**src/rtl/alu_ccr_pkg.sv**
```systemverilog
package alu_ccr_pkg;

    typedef enum logic [1:0] {
        OP_ADD = 2'b00,
        OP_SUB = 2'b01,
        OP_CMP = 2'b10,
        OP_TST = 2'b11
    } op_e;

    typedef enum logic [2:0] {
        CC_ZS = 3'd0,
        CC_ZC = 3'd1,
        CC_CS = 3'd2,
        CC_CC = 3'd3,
        CC_PL = 3'd4,
        CC_MI = 3'd5,
        CC_VS = 3'd6,
        CC_VC = 3'd7
    } cond_e;

    typedef struct packed {
        logic n;
        logic z;
        logic v;
        logic c;
    } ccr_t;

endpackage

```
**src/rtl/addsub_core.sv**
```systemverilog
module addsub_core #(
    parameter int W = 8
) (
    input  logic [W-1:0] a,
    input  logic [W-1:0] b,
    input  logic         sub,
    output logic [W-1:0] sum,
    output logic         c_out,
    output logic         c_msb_in
);
    logic [W-1:0] b_eff;

    assign b_eff = sub ? ~b : b;

    generate
        if (W == 1) begin : g_single
            assign c_msb_in   = sub;
            assign {c_out, sum} = {1'b0, a} + {1'b0, b_eff} + {1'b0, sub};
        end else begin : g_split
            localparam int LW = W - 1;
            logic [LW-1:0] low_sum;
            logic          top_sum;
            // carry into the msb comes out of the lower slice
            assign {c_msb_in, low_sum} = {1'b0, a[LW-1:0]} + {1'b0, b_eff[LW-1:0]}
                                         + {{LW{1'b0}}, sub};
            assign {c_out, top_sum} = {1'b0, a[W-1]} + {1'b0, b_eff[W-1]}
                                      + {1'b0, c_msb_in};
            assign sum = {top_sum, low_sum};
        end
    endgenerate
endmodule

```
**src/rtl/flag_gen.sv**
```systemverilog
module flag_gen
    import alu_ccr_pkg::*;
#(
    parameter int W = 8
) (
    input  logic [W-1:0] res,
    input  logic         is_logic,
    input  logic         c_out,
    input  logic         c_msb_in,
    output ccr_t         nxt
);
    always_comb begin
        nxt.n = res[W-1];
        nxt.z = (res == '0);
        if (is_logic) begin
            nxt.v = 1'b0;
            nxt.c = 1'b0;
        end else begin
            nxt.v = c_out ^ c_msb_in;
            nxt.c = c_out;
        end
    end
endmodule

```
**src/rtl/branch_eval.sv**
```systemverilog
module branch_eval
    import alu_ccr_pkg::*;
(
    input  ccr_t  cur,
    input  cond_e cond,
    output logic  taken
);
    always_comb begin
        unique case (cond)
            CC_ZS: taken =  cur.z;
            CC_ZC: taken = ~cur.z;
            CC_CS: taken =  cur.c;
            CC_CC: taken = ~cur.c;
            CC_PL: taken = ~cur.n;
            CC_MI: taken =  cur.n;
            CC_VS: taken =  cur.v;
            CC_VC: taken = ~cur.v;
        endcase
    end
endmodule

```
**src/rtl/alu_ccr.sv**
```systemverilog
module alu_ccr
    import alu_ccr_pkg::*;
#(
    parameter int W = 8
) (
    input  logic         clk,
    input  logic         rst_n,
    input  logic [W-1:0] opnd_a,
    input  logic [W-1:0] opnd_b,
    input  logic [1:0]   op_sel,
    input  logic         flag_we,
    input  logic [2:0]   cond_sel,
    output logic [W-1:0] result,
    output logic         wb_ok,
    output logic [3:0]   flags,
    output logic         br_taken
);
    op_e          op;
    logic         do_sub;
    logic [W-1:0] arith_sum;
    logic         c_out;
    logic         c_msb_in;
    ccr_t         ccr_nxt;
    ccr_t         ccr_q;

    assign op     = op_e'(op_sel);
    assign do_sub = (op == OP_SUB) || (op == OP_CMP);

    addsub_core #(.W(W)) u_add (
        .a        (opnd_a),
        .b        (opnd_b),
        .sub      (do_sub),
        .sum      (arith_sum),
        .c_out    (c_out),
        .c_msb_in (c_msb_in)
    );

    always_comb begin
        unique case (op)
            OP_ADD: begin result = arith_sum;       wb_ok = 1'b1; end
            OP_SUB: begin result = arith_sum;       wb_ok = 1'b1; end
            OP_CMP: begin result = arith_sum;       wb_ok = 1'b0; end
            OP_TST: begin result = opnd_a & opnd_b; wb_ok = 1'b0; end
        endcase
    end

    flag_gen #(.W(W)) u_flags (
        .res      (result),
        .is_logic (op == OP_TST),
        .c_out    (c_out),
        .c_msb_in (c_msb_in),
        .nxt      (ccr_nxt)
    );

    always_ff @(posedge clk or negedge rst_n) begin
        if (!rst_n)
            ccr_q <= '0;
        else if (flag_we)
            ccr_q <= ccr_nxt;
    end

    assign flags = ccr_q;

    branch_eval u_br (
        .cur   (ccr_q),
        .cond  (cond_e'(cond_sel)),
        .taken (br_taken)
    );
endmodule

```
**config.mk**
```make
export PLATFORM = sky130hd
export DESIGN_NAME = alu_ccr
export DESIGN_NICKNAME = d
export VERILOG_FILES = /design/src/rtl/alu_ccr_pkg.sv /design/src/rtl/addsub_core.sv /design/src/rtl/flag_gen.sv /design/src/rtl/branch_eval.sv /design/src/rtl/alu_ccr.sv
export SDC_FILE = /design/constraint.sdc
export NUM_CORES = 1
export LEC_CHECK = 0
export CAP_MARGIN = 15
export CORE_MARGIN = 2
export CORE_UTILIZATION = 36
export CTS_CLUSTER_SIZE = 8
export DETAILED_ROUTE_END_ITERATION = 8
export GPL_ROUTABILITY_DRIVEN = 0
export PLACE_DENSITY = 0.75
export SETUP_SLACK_MARGIN = 0.5
export SLEW_MARGIN = 25
export SYNTH_ARGS = -nofsm -noshare
export SYNTH_HDL_FRONTEND = slang
export SYNTH_SLANG_ARGS = --single-unit
```
**constraint.sdc**
```tcl
create_clock -name clk -period 4.2 [get_ports clk]
set_input_delay 0.84 -clock clk [delete_from_list [all_inputs] [get_ports clk]]
set_output_delay 0.84 -clock clk [all_outputs]
set_load 0.005 [all_outputs]
```
==> flow_summary_export.csv, run 1 <==
group,metric,value,unit
floorplanning,die_y,50.5,um
sta,fmax,0.247,GHz
placed_design,placed_cells_incl_taps,172,
sta,tightest_slew,303,ps
clocking,cts_max_level,1,
clocking,clk_latency,230,ps
floorplanning,num_rows,16,
yosys,syn_area,779,um^2
clocking,cts_buffers,3,
worst_setup_path,worst-path-stages,11,
layout,largest_reg_flops,4,
yosys,syn-num-nets,125,
floorplanning,core_area,2000,um^2
placed_design,pre_cts_ws,-703,ps
sta,final_max_slew_viol_count,0,
hold_path,min_path_cells,2,
yosys,synth_top_area_share,0.177,
worst_setup_path,cp.required,3360,ps
global_routing,antenna_found_initial,0,
layout,layout-drive-gt1-share,0.466,
sta,slew_headroom,0.798,
layout,antennaDiodeCount,0,
layout,final_util,0.828,
worst_setup_path,crit_end,"result[5]",
floorplanning,die_x,50.5,um
worst_setup_path,startpoint,"op_sel[1]",
yosys,yosysWarnings,0,
power_and_ir_drop,powerDensity,339,nW/um^2
layout,stdcell_count,190,
drt,dr.first_iter.drc_count,15,
global_routing,track_usage,0.242,
yosys,synthArstFlopShare,1.00,
sta,rsz0062_at_grt,"yes",
worst_setup_path,setup.worst_path.class,"input port to output port",
layout,regArea,100,um^2
worst_setup_path,path_cells,"buf_8 > ha_4 > xnor2_2 > ha_4 > a21oi_2 > o31ai_4 > buf_4 > a31oi_2 > xor2_1 > o21ai_1 > clkdlybuf4s50_1",
placed_design,port_buffers,37,
worst_setup_path,slowest_stage,"clkdlybuf4s50_1",
drt,routed_wl,3400,um
worst_setup_path,cpMostUsedCell,"ha_4",
sta,setup_viol_count_final,0,
clocking,cts-root-buf,"clkbuf_4",
yosys,yosys.area_share.simple,0.172,
sta,fin_ws,159,ps
sta,finalSetupTns,0,ps
sta,final_hold_viol_count,0,
yosys,yosys_register_bits,4,
yosys,synthXorXnorAreaFrac,0.157,
yosys,ys_seq_area_frac,0.128,
yosys,synth_top_family_by_area,"adder cells",
clocking,cts_max_path_buffers,2,
floorplanning,start_util,0.389,
global_routing,grt_pass1_vias,962,
job,max-cap-violations,0,
drt,firstDrtPassIters,4,
drt,wl_per_cell,17.9,um
worst_setup_path,cp-end-kind,"output port",
placed_design,dp_hpwl,1840,um
yosys,synth_cell_type_count,32,
sta,finalCriticalPeriod,4040,ps
yosys,synth_area_leaders,"ha_1, dfrtp_1, xnor2_1",
floorplanning,num_io_pins,38,
clocking,cts.sinks,4,
yosys,muxShareOfSynthArea,0.0433,
yosys,synth_edf_count,0,
worst_setup_path,critPathBufInv,3,
worst_setup_path,r2r_cells,2,
global_routing,grt_max_degree,19,
power_and_ir_drop,p_leak,0.751,nW
worst_setup_path,path_delay_family,"buffers and inverters",
yosys,syn-instance-count,88,
clocking,cts_hold_buffers,0,
yosys,synth_area_leader_cell,"ha_1",
sta,layout_worst_path_cycle_share,0.962,
floorplanning,die_area,2550,um^2
yosys,synth_fa_ha_area_frac,0.228,
worst_setup_path,cp_slowest_stage_delay,530,ps
layout,area_growth,113,%
clocking,cts_tree,"yes",
sta,clock_skew,0,ps
layout,n_fill_cell,108,
clocking,clk_pin_slew_worst_paths,40,ps
yosys,synth-main-ff-cell,"dfrtp_1",
layout,multi_input_area,797,um^2
worst_setup_path,path_max_fanout,4,
yosys,synth-compound-area-share,0.199,
worst_setup_path,r2r_setup_slack,3490,ps
global_routing,grt_first_pass_wirelength,4600,um
worst_setup_path,r2r_end,"flags[2]",
drt,vias,1001,
run_status,status,"completed",
layout,nets,202,
drt,drcViolationCount,0,
yosys,syn_avg_cell_area,8.86,um^2
drt,ant_nets,0,
worst_setup_path,reg2reg_from,"flags[2]",
yosys,ys_top_cells_by_count,"ha_1, xnor2_1, nand3_1",
worst_setup_path,startpoint_type,"input port",
yosys,synth.most_common_cell,"ha_1",
sta,hold_ws,547,ps
power_and_ir_drop,ir_drop,0.299,mV
worst_setup_path,crit_arrival,3200,ps
hold_path,hp-class,"flop to flop",
global_routing,grt.overflow.total,0,
drt,avgViaCountPerCell,5.27,
final cells by class:
| type | instances | share of cell area |
|---|---|---|
| clock buffers | 3 | 0.0136 |
| repair buffers | 76 | 0.406 |
| well taps | 27 | 0.0204 |
| multi-input cells | 73 | 0.481 |
| inverters | 7 | 0.0189 |
| flip-flops and latches | 4 | 0.0604 |
worst reg2reg max path, stage by stage (launching register included):
cell and delay (ps):
dfrtp_1 420, inv_1 100, o32ai_2 70
routing by layer:
| layer | share of wire | global-route usage |
|---|---|---|
| met3 | 0.072 | 0.0536 |
| met2 | 0.49 | 0.428 |
| met1 | 0.41 | 0.313 |
| met5 | 0 | 0 |
| met4 | 0.031 | 0.0180 |
metrics by stage:
stage          total power, mW  area [um^2]
5_1_grt                  0.599         1660
3_3_place_gp             0.385         1370
2_1_floorplan            0.211          811
3_5_place_dp             0.393         1370
4_1_cts                  0.493         1550
6_report                 0.563         1660
placed cells by master, fill, tap and decap left out, types with 2 or more instances in the layout:
cell type,count
buf_4,36
buf_6,3
buf_8,2
clkbuf_4,3
clkdlybuf4s50_1,26
dfrtp_1,4
dlygate4sd2_1,7
ha_1,6
ha_4,4
inv_1,6
nand2_1,3
nand3_1,9
nor2_1,5
nor3_2,2
o21ai_1,4
o21ai_2,3
o31ai_1,2
xnor2_1,4
xnor2_2,5
xor2_1,4
worst min-delay path by stage:
stage	start	endpoint	slack (ps)
6_report	flags[1]	flags[1]	550
5_1_grt	flags[1]	flags[1]	570
4_1_cts	flags[1]	flags[1]	520
3_5_place_dp	flags[1]	flags[1]	510
3_3_place_gp	flags[1]	flags[1]	510
2_1_floorplan	flags[1]	flags[1]	490
where the power goes:
part	switching (mW)	leakage [nW]	internal [mW]
combinational	0.188	0.686	0.268
sequential	0.00831	0.0519	0.0476
clock	0.0179	0.0138	0.0321
cells by family after synthesis:
family,count (synthesis)
AND/OR/NAND/NOR,25
AO/OA/AOI/OAI,19
XOR/XNOR,14
adder cells (fa/ha/maj),13
buffers and inverters,11
flip-flops,4
multiplexers,2
timing repair:
action	in CTS	in global routing
setup endpoints to repair	8	6
pin swaps	19	18
resized for setup	39	16
setup buffers	11	4
(Power assumes the default switching activity.)
==> run 2: changes to the inputs <==
--- a/config.mk
+++ b/config.mk
@@ -11,8 +11,9 @@
 export CTS_CLUSTER_SIZE = 8
 export DETAILED_ROUTE_END_ITERATION = 8
 export GPL_ROUTABILITY_DRIVEN = 0
-export PLACE_DENSITY = 0.75
+export PLACE_DENSITY = 0.74
 export SETUP_SLACK_MARGIN = 0.5
+export SKIP_LAST_GASP = 1
 export SLEW_MARGIN = 25
 export SYNTH_ARGS = -nofsm -noshare
 export SYNTH_HDL_FRONTEND = slang
==> run 2 against run 1 <==
Against the previous run: power down 14%; clock-buffer cell count did not move; cell area shrank 7.2%; via count is 9.4% lower; flip-flop and latch count unchanged; critical path type unchanged; largest cell class unchanged; largest power group unchanged.
==> flow_summary_export.csv, run 2 (synthesized netlist as in run 1, its figures left out) <==
group,metric,value,unit
worst_setup_path,cp_slowest_stage_delay,480,ps
layout,area_growth,97.3,%
worst_setup_path,cp.required,3360,ps
clocking,clk_pin_slew_worst_paths,30,ps
worst_setup_path,startpoint_type,"input port",
global_routing,antenna_found_initial,0,
clocking,cts.sinks,4,
drt,routed_wl,2400,um
layout,mostFrequentLayoutCells,"buf_4, clkdlybuf4s50_1, nand3_1, ha_1, xnor2_1",
clocking,cts_max_path_buffers,2,
layout,antennaDiodeCount,0,
floorplanning,num_io_pins,38,
sta,rsz0062_at_grt,"yes",
placed_design,dp_hpwl,1880,um
layout,layout-drive-gt1-share,0.417,
worst_setup_path,crit_arrival,3110,ps
floorplanning,die_y,50.5,um
global_routing,grt_first_pass_wirelength,3910,um
drt,drcViolationCount,0,
floorplanning,die_x,50.5,um
drt,firstDrtPassIters,4,
layout,n_fill_cell,144,
placed_design,pre_cts_ws,-736,ps
worst_setup_path,slowest_stage,"fa_1",
drt,route.met2.wl,1290,um
power_and_ir_drop,powerDensity,314,nW/um^2
floorplanning,start_util,0.389,
sta,hold_ws,502,ps
drt,avgViaCountPerCell,4.96,
sta,layout_worst_path_cycle_share,0.940,
drt,vias,907,
layout,final_area,1540,um^2
floorplanning,die_area,2550,um^2
hold_path,hp-class,"flop to flop",
floorplanning,num_rows,16,
sta,tightest_slew,283,ps
worst_setup_path,path_cells,"buf_8 > inv_6 > ha_4 > xnor2_2 > ha_1 > nand2_2 > o31ai_4 > nand3_1 > a211o_1 > fa_1 > o21ai_2 > buf_2",
run_status,status,"completed",
sta,clock_skew,0,ps
clocking,cts-root-buf,"clkbuf_4",
layout,final_util,0.768,
sta,finalCriticalPeriod,3950,ps
clocking,cts_tree,"yes",
worst_setup_path,path_max_fanout,4,
sta,fin_ws,250,ps
drt,ant_nets,0,
drt,wl_met1,926,um
drt,dr.first_iter.drc_count,10,
job,max-cap-violations,0,
sta,setup_viol_count_final,0,
power_and_ir_drop,ir_drop,0.175,mV
drt,wl_met3,127,um
global_routing,grt_pass1_vias,945,
layout,nets,195,
layout,largest_reg_flops,4,
worst_setup_path,cp-end-kind,"output port",
sta,final_max_slew_viol_count,0,
drt,wl_per_cell,13.1,um
clocking,cts_max_level,1,
global_routing,track_usage,0.203,
placed_design,dpl_cell_area,1340,um^2
global_routing,grt_max_degree,11,
floorplanning,core_area,2000,um^2
global_routing,grt.overflow.total,0,
clocking,clk_latency,230,ps
power_and_ir_drop,p_leak,0.714,nW
sta,slew_headroom,0.812,
sta,fmax,0.253,GHz
placed_design,port_buffers,37,
layout,final_common_cell,"buf_4",
drt,routed.top_layer,"met4",
worst_setup_path,setup.worst_path.class,"input port to output port",
sta,finalSetupTns,0,ps
clocking,cts_buffers,3,
sta,final_hold_viol_count,0,
==> run 2: routing by layer <==
| metal | vias to the layer above | GRT usage |
|---|---|---|
| met3 | 9 | 0.0357 |
| met5 | - | 0 |
| met2 | 34 | 0.406 |
| li1 | 447 | - |
| met4 | 0 | 0.0766 |
| met1 | 417 | 0.203 |
==> run 2: final timing paths <==
kind	startpoint	end	slack [ps]	cells after the start
worst min register to register	flags[1]	flags[1]	500	2
worst min-delay path	flags[1]	flags[1]	500	2
max in group asynchronous	rst_n	flags[0]	3220	1
min in group asynchronous	rst_n	flags[2]	810	1
worst max register to register	flags[2]	flags[2]	3560	2
worst max-delay path	op_sel[0]	result[7]	250	12
==> run 2: layout make-up <==
cell class                 instances  area, um^2  share of cell area
inverter                           7        31.3              0.0203
timing repair buffer              69         609               0.396
multi-input combinational         73         741               0.482
tap                               27        33.8              0.0220
clock buffer                       3        22.5              0.0146
sequential                         4         100              0.0651
==> run 2: repair_timing <==
item | in CTS | in global routing
setup endpoints to repair | 8 | 6
resized for setup | 43 | 11
pin swaps | 20 | 6
buffers inserted | 8 | 3
hold buffers | 0 | 0
hold endpoints to repair | 0 | 0
==> run 2: per-stage QoR <==
stage          instances  total power [mW]
2_1_floorplan         88             0.211
3_3_place_gp         169             0.373
3_5_place_dp         169             0.381
4_1_cts              180             0.468
5_1_grt              183             0.518
6_report             183             0.483
==> run 2: worst max-delay path, delay by kind of cell <==
kind | cells | cell delay (ps)
adders and majority gates | 3 | 1040
buffers and inverters | 3 | 240
AOI/OAI and AO/OA | 3 | 670
xor gates and xnor gates | 1 | 150
and+or+nand+nor | 2 | 180
==> run 2: where the power goes <==
group	switching, mW	internal, mW	leakage, nW
clock	0.0163	0.0320	0.0138
combinational	0.151	0.230	0.648
sequential	0.00549	0.0476	0.0519
total	0.173	0.310	0.714
